[config.mk]
export PLATFORM = sky130hd
export DESIGN_NAME = audio_in_router
export DESIGN_NICKNAME = d
export VERILOG_FILES = /design/src/rtl/air_pkg.sv /design/src/rtl/air_frame_edge.sv /design/src/rtl/air_cfg_commit.sv /design/src/rtl/air_proc_lanes.sv /design/src/rtl/audio_in_router.sv
export SDC_FILE = /design/constraint.sdc
export NUM_CORES = 1
export LEC_CHECK = 0
export ABC_CLOCK_PERIOD_IN_PS = 2300
export BUFFER_PORTS_ARGS = -buffer_cell sky130_fd_sc_hd__buf_2
export CAP_MARGIN = 0
export CORE_ASPECT_RATIO = 1.2
export CORE_MARGIN = 2
export CORE_UTILIZATION = 30
export DETAILED_ROUTE_END_ITERATION = 16
export GPL_ROUTABILITY_DRIVEN = 0
export GPL_TIMING_DRIVEN = 0
export SYNTH_ARGS = -nofsm -noshare
export SYNTH_HDL_FRONTEND = slang
export SYNTH_SLANG_ARGS = --single-unit
[constraint.sdc]
create_clock -name clk -period 2.3 [get_ports clk]
set_input_delay 0.23 -clock clk [delete_from_list [all_inputs] [get_ports clk]]
set_output_delay 0.23 -clock clk [all_outputs]
set_load 0.005 [all_outputs]
[src/rtl/air_pkg.sv]
package air_pkg;
    localparam int NUM_LINES   = 4;
    localparam int NUM_PAIRS   = 3;
    localparam int LINE_W      = $clog2(NUM_LINES);
    localparam int PAIR_W      = $clog2(NUM_PAIRS);
    localparam int SWAP_B_LINE = 2;
    localparam int SWAP_C_LINE = 3;

    typedef struct packed {
        logic              en;
        logic [LINE_W-1:0] line;
        logic [PAIR_W-1:0] pair;
    } conv_cfg_t;

    typedef struct packed {
        logic [PAIR_W-1:0] pair;
        logic              swap_b;
        logic              swap_c;
    } sync_cfg_t;

    typedef enum logic [1:0] {
        ST_IDLE   = 2'd0,
        ST_ARMED  = 2'd1,
        ST_COMMIT = 2'd2
    } commit_state_t;

    localparam conv_cfg_t CONV1_RST = '{en: 1'b0, line: '0, pair: PAIR_W'(0)};
    localparam conv_cfg_t CONV2_RST = '{en: 1'b0, line: '0, pair: PAIR_W'(2)};
    localparam sync_cfg_t SYNC_RST  = '{pair: PAIR_W'(1), swap_b: 1'b0, swap_c: 1'b0};
endpackage

[src/rtl/air_frame_edge.sv]
module air_frame_edge #(
    parameter int PAIRS = 3
) (
    input  logic             clk,
    input  logic             rst_n,
    input  logic [PAIRS-1:0] lrclk,
    output logic [PAIRS-1:0] fall
);
    logic [PAIRS-1:0] lr_q;

    for (genvar p = 0; p < PAIRS; p++) begin : g_pair
        always_ff @(posedge clk or negedge rst_n) begin
            if (!rst_n) lr_q[p] <= 1'b0;
            else        lr_q[p] <= lrclk[p];
        end
        assign fall[p] = lr_q[p] & ~lrclk[p];

        // a frame edge needs the frame clock high one cycle earlier
        a_r9_fall_after_high: assert property (@(posedge clk) disable iff (!rst_n)
            fall[p] |-> $past(lrclk[p]));
    end
endmodule

[src/rtl/air_cfg_commit.sv]
module air_cfg_commit
    import air_pkg::*;
#(
    parameter int           W       = 4,
    parameter logic [W-1:0] RST_VAL = '0
) (
    input  logic         clk,
    input  logic         rst_n,
    input  logic [W-1:0] req,
    input  logic         req_ok,
    input  logic         frame_tick,
    output logic [W-1:0] active
);
    commit_state_t st_q, st_d;
    logic          load;

    always_ff @(posedge clk or negedge rst_n) begin
        if (!rst_n) st_q <= ST_IDLE;
        else        st_q <= st_d;
    end

    always_comb begin
        st_d = st_q;
        load = 1'b0;
        unique case (st_q)
            ST_IDLE: begin
                if (req_ok && (req != active)) st_d = ST_ARMED;
            end
            ST_ARMED: begin
                if (!req_ok || (req == active)) begin
                    st_d = ST_IDLE;
                end else if (frame_tick) begin
                    st_d = ST_COMMIT;
                    load = 1'b1;
                end
            end
            ST_COMMIT: st_d = ST_IDLE;
            default:   st_d = ST_IDLE;
        endcase
    end

    always_ff @(posedge clk or negedge rst_n) begin
        if (!rst_n)    active <= RST_VAL;
        else if (load) active <= req;
    end

    a_r9_only_on_frame: assert property (@(posedge clk) disable iff (!rst_n)
        !frame_tick |=> $stable(active));
    a_r10_equal_holds: assert property (@(posedge clk) disable iff (!rst_n)
        (req == active) |=> $stable(active));
    a_r11_invalid_ignored: assert property (@(posedge clk) disable iff (!rst_n)
        !req_ok |=> $stable(active));
endmodule

[src/rtl/air_proc_lanes.sv]
module air_proc_lanes
    import air_pkg::*;
(
    input  logic                 clk,
    input  logic                 rst_n,
    input  logic [NUM_LINES-1:0] sdin,
    input  conv_cfg_t            c1_act,
    input  conv_cfg_t            c2_act,
    input  sync_cfg_t            sp_act,
    input  logic                 ch_a,
    input  logic                 ch_b,
    input  logic                 ch_c,
    output logic [NUM_LINES-1:0] proc_data,
    output logic [NUM_LINES-1:0] proc_valid,
    output logic                 proc_ch_a
);
    logic [NUM_LINES-1:0] claimed;
    logic [NUM_LINES-1:0] valid_d;
    logic [NUM_LINES-1:0] src_d;

    always_comb begin
        claimed = '0;
        if (c1_act.en) claimed[c1_act.line] = 1'b1;
        if (c2_act.en) claimed[c2_act.line] = 1'b1;
    end

    for (genvar i = 0; i < NUM_LINES; i++) begin : g_lane
        if (i == SWAP_B_LINE) begin : g_swb
            assign valid_d[i] = sp_act.swap_b | ~claimed[i];
            assign src_d[i]   = sp_act.swap_b ? ch_b : sdin[i];
            a_r6_swap_b_valid: assert property (@(posedge clk) disable iff (!rst_n)
                sp_act.swap_b |=> (proc_valid[i] && proc_data[i] == $past(ch_b)));
        end else if (i == SWAP_C_LINE) begin : g_swc
            assign valid_d[i] = sp_act.swap_c | ~claimed[i];
            assign src_d[i]   = sp_act.swap_c ? ch_c : sdin[i];
            a_r7_swap_c_valid: assert property (@(posedge clk) disable iff (!rst_n)
                sp_act.swap_c |=> (proc_valid[i] && proc_data[i] == $past(ch_c)));
        end else begin : g_plain
            assign valid_d[i] = ~claimed[i];
            assign src_d[i]   = sdin[i];
            a_r5_claim_masks: assert property (@(posedge clk) disable iff (!rst_n)
                ((c1_act.en && c1_act.line == LINE_W'(i)) || (c2_act.en && c2_act.line == LINE_W'(i)))
                |=> (!proc_valid[i] && !proc_data[i]));
        end
    end

    always_ff @(posedge clk or negedge rst_n) begin
        if (!rst_n) begin
            proc_data  <= '0;
            proc_valid <= '1;
            proc_ch_a  <= 1'b0;
        end else begin
            proc_data  <= src_d & valid_d;
            proc_valid <= valid_d;
            proc_ch_a  <= ch_a;
        end
    end

    a_r8_cha_pass: assert property (@(posedge clk) disable iff (!rst_n)
        1'b1 |=> (proc_ch_a == $past(ch_a)));
    a_r5_masked_reads_zero: assert property (@(posedge clk) disable iff (!rst_n)
        ((proc_data & ~proc_valid) == '0));
endmodule

[src/rtl/audio_in_router.sv]
module audio_in_router
    import air_pkg::*;
(
    input  logic       clk,
    input  logic       rst_n,
    input  logic [3:0] sdin,
    input  logic [2:0] bclk,
    input  logic [2:0] lrclk,
    input  logic       src_ch_a,
    input  logic       src_ch_b,
    input  logic       src_ch_c,
    input  logic       cfg_c1_en,
    input  logic [1:0] cfg_c1_line,
    input  logic [1:0] cfg_c1_pair,
    input  logic       cfg_c2_en,
    input  logic [1:0] cfg_c2_line,
    input  logic [1:0] cfg_c2_pair,
    input  logic [1:0] cfg_sp_pair,
    input  logic       cfg_swap_b,
    input  logic       cfg_swap_c,
    output logic       c1_sdata,
    output logic       c1_bclk,
    output logic       c1_lrclk,
    output logic       c2_sdata,
    output logic       c2_bclk,
    output logic       c2_lrclk,
    output logic       sp_bclk,
    output logic       sp_lrclk,
    output logic [3:0] proc_data,
    output logic [3:0] proc_valid,
    output logic       proc_ch_a
);
    localparam int CONV_W = $bits(conv_cfg_t);
    localparam int SYNC_W = $bits(sync_cfg_t);

    conv_cfg_t c1_req, c2_req, c1_act, c2_act;
    sync_cfg_t sp_req, sp_act;
    logic [NUM_PAIRS-1:0] fall;
    logic c1_ok, c2_ok, sp_ok;

    assign c1_req = '{en: cfg_c1_en, line: cfg_c1_line, pair: cfg_c1_pair};
    assign c2_req = '{en: cfg_c2_en, line: cfg_c2_line, pair: cfg_c2_pair};
    assign sp_req = '{pair: cfg_sp_pair, swap_b: cfg_swap_b, swap_c: cfg_swap_c};
    assign c1_ok  = (int'(cfg_c1_pair) < NUM_PAIRS);
    assign c2_ok  = (int'(cfg_c2_pair) < NUM_PAIRS);
    assign sp_ok  = (int'(cfg_sp_pair) < NUM_PAIRS);

    air_frame_edge #(.PAIRS(NUM_PAIRS)) u_edge (
        .clk(clk), .rst_n(rst_n), .lrclk(lrclk), .fall(fall)
    );

    air_cfg_commit #(.W(CONV_W), .RST_VAL(CONV1_RST)) u_c1_commit (
        .clk(clk), .rst_n(rst_n), .req(c1_req), .req_ok(c1_ok),
        .frame_tick(fall[c1_act.pair]), .active(c1_act)
    );

    air_cfg_commit #(.W(CONV_W), .RST_VAL(CONV2_RST)) u_c2_commit (
        .clk(clk), .rst_n(rst_n), .req(c2_req), .req_ok(c2_ok),
        .frame_tick(fall[c2_act.pair]), .active(c2_act)
    );

    air_cfg_commit #(.W(SYNC_W), .RST_VAL(SYNC_RST)) u_sp_commit (
        .clk(clk), .rst_n(rst_n), .req(sp_req), .req_ok(sp_ok),
        .frame_tick(fall[sp_act.pair]), .active(sp_act)
    );

    always_ff @(posedge clk or negedge rst_n) begin
        if (!rst_n) begin
            c1_sdata <= 1'b0; c1_bclk <= 1'b0; c1_lrclk <= 1'b0;
            c2_sdata <= 1'b0; c2_bclk <= 1'b0; c2_lrclk <= 1'b0;
            sp_bclk  <= 1'b0; sp_lrclk <= 1'b0;
        end else begin
            c1_sdata <= sdin[c1_act.line];
            c1_bclk  <= bclk[c1_act.pair];
            c1_lrclk <= lrclk[c1_act.pair];
            c2_sdata <= sdin[c2_act.line];
            c2_bclk  <= bclk[c2_act.pair];
            c2_lrclk <= lrclk[c2_act.pair];
            sp_bclk  <= bclk[sp_act.pair];
            sp_lrclk <= lrclk[sp_act.pair];
        end
    end

    air_proc_lanes u_lanes (
        .clk(clk), .rst_n(rst_n), .sdin(sdin),
        .c1_act(c1_act), .c2_act(c2_act), .sp_act(sp_act),
        .ch_a(src_ch_a), .ch_b(src_ch_b), .ch_c(src_ch_c),
        .proc_data(proc_data), .proc_valid(proc_valid), .proc_ch_a(proc_ch_a)
    );

    a_r2_c1_route: assert property (@(posedge clk) disable iff (!rst_n)
        1'b1 |=> (c1_sdata == $past(sdin[c1_act.line]) && c1_lrclk == $past(lrclk[c1_act.pair])));
    a_r3_c2_route: assert property (@(posedge clk) disable iff (!rst_n)
        1'b1 |=> (c2_sdata == $past(sdin[c2_act.line]) && c2_bclk == $past(bclk[c2_act.pair])));
    a_r4_sp_clocks: assert property (@(posedge clk) disable iff (!rst_n)
        1'b1 |=> (sp_bclk == $past(bclk[sp_act.pair]) && sp_lrclk == $past(lrclk[sp_act.pair])));
endmodule

==> impl_results.md <==
- Worst endpoint data arrival time: 2.20 ns
- Number of CTS-inserted buffers: 5
- Vias in the first global route: 1304
- Die area: 7008 um2
- Post-synthesis xor/xnor area fraction: 0.05515
- Detailed-route vias per instance: roughly 4.5
- Via Count: 1263
- Post-route antenna net violation count: 0
- Worst Tran Pin Value: 0.8802 ns
- Complex-gate fraction of the synthesized area: 0.06960
- Clock Pin Slew Worst Setup and Hold Paths: 0.08 ns
- Worst-case vdd ir drop: 0.0003571 V
- Initial antenna violation count: 0
- Post-place setup slack: 0.2789 ns
- Hold_buf cts: 0
- Net count after synthesis: 176
- Type of the worst setup path: register to register
- Slew Limit Headroom: 0.4132
- Register Area: 1008 um2
- Post-CTS setup buffer count: 0
- Setup repair after global routing missed its margin: no
- Final number of hold-violating endpoints: 0
- Wire per inst: around 13 um
- Reg power frac: 0.420
- Synth Cell Area: 1906 um2
- Standard cell area after detailed placement: 2233 um2
- Global routing usage summed across all routing layers: 0.1173
- Footprint of the multi-input gates: roughly 840 um2
- Gate count after technology mapping: 147
- Area share of fa/ha/maj cells after synthesis: 0
- Static leakage: about 0.0011 uW
- Warning count from the yosys run: 0
- Placeable Area: 6090 um2
- Startpoint class of the critical path: register
- Number of different library cells in the post-synthesis netlist: 35
- Total inserted antenna cells: 0
- TritonCTS clock tree: built
- Fraction of layout instances using a drive strength above 1: 0.4250
- Final hold slack: 0.04267 ns
- Required time of the critical path: about 2.5 ns
- Routing usage on met1: 0.1489
- Fin nets: 228
- CTS H-tree depth: 2
- Fin Setup TNS: 0 ns
- Share of cell area taken by muxes after synthesis: 0.1556
- Clock Power Share: 0.196
- Final slew viol count: 0
- Die Y-Extent: 91.31 um
- Post_cts resized: 0
- Net switching power of the design: 930.0 uW
- Num ports: 46
- Area of all placed cells without fillers: 2345 um2
- Grt peak-use layer: met2
- Global-route wire length before repair: about 6.3 mm
- Number of inserted filler cells in the final layout: between 500 and 600
- Sink Count: 40
- PwrDens: 1245 nW/um2
- Row count: 31
- Fraction of met2 tracks used by global routing: 0.1849
- Fraction of the yosys area taken by sequential cells: 0.5292
- IO buf count: 45
- Post-synthesis share of cell area spent on and, or, nand and nor gates: 0.1589
- Met3 track demand over resource: 0.03678
- Proportion of total power due to net switching: 0.3185
- Detail Placement HPWL: 2.739 mm
- Number of detailed-route iterations in the first pass: 4
- Final clock skew: 0.005731 ns
- Count of endpoints failing setup in the final report: 0
- End-of-flow core utilization: 0.3850
- DRC Markers: 0
- Class of the worst hold path: input port to register
- Total of max-cap violations: 0
- Die W: 76.76 um
- CP Max Fanout: 7
- Overflow left after global routing: 0
- Gate power share: 0.383
- Endpoint type of the worst setup path: register
- Largest family of logic cells by synthesized area: simple AND/OR/NAND/NOR gates
- Root buf cell: sky130_fd_sc_hd__clkbuf_8
- Initial cell density of the core: 0.3129
- Maximum number of pins on one net before global-route repair: 41
- Clock period minus final worst setup slack: 2.028 ns
- Outcome: completed
- Area Growth Syn to Fin: 23.05%
- Internal power: 1990 uW
- Post-Syn Area per Cell: 12.96 um2
- Iteration-0 DRC count of the detailed router: 22
- Insertion delay of the later-clocked pin in the worst-skew pair: just under 0.3 ns
- Highest clock frequency the design can meet: 493.1 MHz
- Final period utilization: 0.8817
- Longest Clk Path Bufs: 2
- Count of state elements after synthesis: 40
- Worst Slack Setup Final: 0.2720 ns
- Total Routed Length: 3.752 mm
==> cell families after synthesis <==
group,after synthesis
mux,22
flops,40
buf+inv,11
compound gates,21
xor+xnor,12
simple gates,41
==> synthesized netlist by cell type <==
library cell               number  area (um2)
sky130_fd_sc_hd__a21oi_1        4       20.02
sky130_fd_sc_hd__nand2b_1       2       12.51
sky130_fd_sc_hd__o31ai_2        1       12.51
sky130_fd_sc_hd__inv_1          3       11.26
sky130_fd_sc_hd__nor4bb_1       3       30.03
sky130_fd_sc_hd__o221a_2        1       11.26
sky130_fd_sc_hd__or2_2          1       6.260
sky130_fd_sc_hd__xnor2_1        6       52.55
sky130_fd_sc_hd__or3_1          1       6.260
sky130_fd_sc_hd__inv_2          2       7.510
sky130_fd_sc_hd__and2_1         2       12.51
sky130_fd_sc_hd__nor2b_4        2       27.53
sky130_fd_sc_hd__dfrtp_1       34       850.8
sky130_fd_sc_hd__xor2_1         6       52.55
sky130_fd_sc_hd__clkbuf_1       1       3.750
sky130_fd_sc_hd__o31ai_1        2       15.01
sky130_fd_sc_hd__buf_2          3       15.01
sky130_fd_sc_hd__o21a_1         1       7.510
sky130_fd_sc_hd__dfstp_2        6       157.7
sky130_fd_sc_hd__a31oi_1        2       12.51
sky130_fd_sc_hd__nor3b_4        2       37.54
sky130_fd_sc_hd__nor4b_1        3       26.28
sky130_fd_sc_hd__mux4_2         2       45.04
sky130_fd_sc_hd__o22ai_1        3       18.77
sky130_fd_sc_hd__nand2_1       12       45.04
sky130_fd_sc_hd__nor3b_1        2       15.01
sky130_fd_sc_hd__and3b_1        5       43.79
sky130_fd_sc_hd__mux2i_1        6       60.06
sky130_fd_sc_hd__mux2_1         5       56.30
sky130_fd_sc_hd__mux2_4         9       135.1
sky130_fd_sc_hd__buf_6          2       22.52
sky130_fd_sc_hd__nor4b_2        1       15.01
sky130_fd_sc_hd__o21ai_0        7       35.03
sky130_fd_sc_hd__nor3_1         2       10.01
sky130_fd_sc_hd__nand3_1        3       15.01
==> power groups by stage <==
stage               registers, uW  clock network, uW  logic [uW]
finish                       1230                573        1120
detailed placement           1250                  0        1140
floorplan                    1220                  0         820
global placement             1240                  0        1120
global route                 1280                624        1250
CTS                          1240                588        1150
==> layout by cell type, fill, tap and decap left out, types with 2 or more instances in the layout <==
master / count
sky130_fd_sc_hd__dfrtp_1: 34
sky130_fd_sc_hd__inv_2: 2
sky130_fd_sc_hd__mux4_2: 2
sky130_fd_sc_hd__mux2_4: 9
sky130_fd_sc_hd__clkbuf_8: 5
sky130_fd_sc_hd__buf_2: 48
sky130_fd_sc_hd__and3b_1: 5
sky130_fd_sc_hd__a31oi_1: 2
sky130_fd_sc_hd__and2_1: 2
sky130_fd_sc_hd__o21ai_0: 7
sky130_fd_sc_hd__xnor2_1: 6
sky130_fd_sc_hd__inv_1: 3
sky130_fd_sc_hd__o31ai_1: 2
sky130_fd_sc_hd__dfstp_2: 6
sky130_fd_sc_hd__mux2_1: 5
sky130_fd_sc_hd__mux2i_1: 6
sky130_fd_sc_hd__buf_6: 2
sky130_fd_sc_hd__nor3b_1: 2
sky130_fd_sc_hd__xor2_1: 6
sky130_fd_sc_hd__nand3_1: 3
sky130_fd_sc_hd__a21oi_1: 4
sky130_fd_sc_hd__nand2b_1: 2
sky130_fd_sc_hd__nor3_1: 2
sky130_fd_sc_hd__nor3b_4: 2
sky130_fd_sc_hd__nor4bb_1: 3
sky130_fd_sc_hd__nor2b_4: 2
sky130_fd_sc_hd__o22ai_1: 3
sky130_fd_sc_hd__nand2_1: 12
sky130_fd_sc_hd__nor4b_1: 3
==> final cells by class <==
class                      count  share of cell area
sequential                    40              0.4301
multi-input combinational     96              0.3570
timing repair buffer          45             0.09605
tap                           82             0.04376
clock buffer                   5             0.02935
clock inverter                 3             0.01814
buffer                         6             0.01761
inverter                       5            0.008004
==> flip-flops by register name (all words and copies together), names as in the netlist <==
name and count:
u_c1_commit.st_q 2, u_lanes.proc_data 4, u_lanes.proc_ch_a 1, c2_lrclk 1
c2_bclk 1, c1_bclk 1, sp_bclk 1, u_c1_commit.active 5
u_c2_commit.active 5, u_edge.lr_q 3, c1_sdata 1, u_sp_commit.st_q 2
u_c2_commit.st_q 2, u_sp_commit.active 4, sp_lrclk 1, c2_sdata 1
u_lanes.proc_valid 4, c1_lrclk 1
==> worst max-delay path, cell delays in order, from the launching register on <==
cell	delay (ns)
sky130_fd_sc_hd__dfstp_2	0.52
sky130_fd_sc_hd__buf_2	0.22
sky130_fd_sc_hd__nor4bb_1	0.29
sky130_fd_sc_hd__o31ai_2	0.13
sky130_fd_sc_hd__nor3b_4	0.41
sky130_fd_sc_hd__mux2_4	0.34
==> through the flow <==
stage | std cells | power, uW
2_1_floorplan | 147 | 2040
3_3_place_gp | 274 | 2359
3_5_place_dp | 274 | 2389
4_1_cts | 282 | 2970
5_1_grt | 282 | 3153
6_report | 282 | 2920
==> worst paths after layout <==
kind,startpoint,cells past startpoint,slack [ns],end
setup / recovery,u_c2_commit.active[1],5,0.27,u_c2_commit.active[4]
hold / removal,src_ch_a,1,0.04,u_lanes.proc_ch_a
setup reg to reg,u_c2_commit.active[1],5,0.27,u_c2_commit.active[4]
hold reg to reg,u_sp_commit.st_q[1],1,0.42,u_sp_commit.st_q[0]
max in group asynchronous,rst_n,1,1.69,u_c1_commit.active[2]
min in group asynchronous,rst_n,1,0.05,u_c2_commit.active[0]
==> routing by layer <==
metal / routed length, um / share of wire
met1: 1710 / 0.46
met5: 0 / 0
met4: 66 / 0.018
met2: 1816 / 0.48
met3: 158 / 0.042
Power figures use the tool's default switching activity.
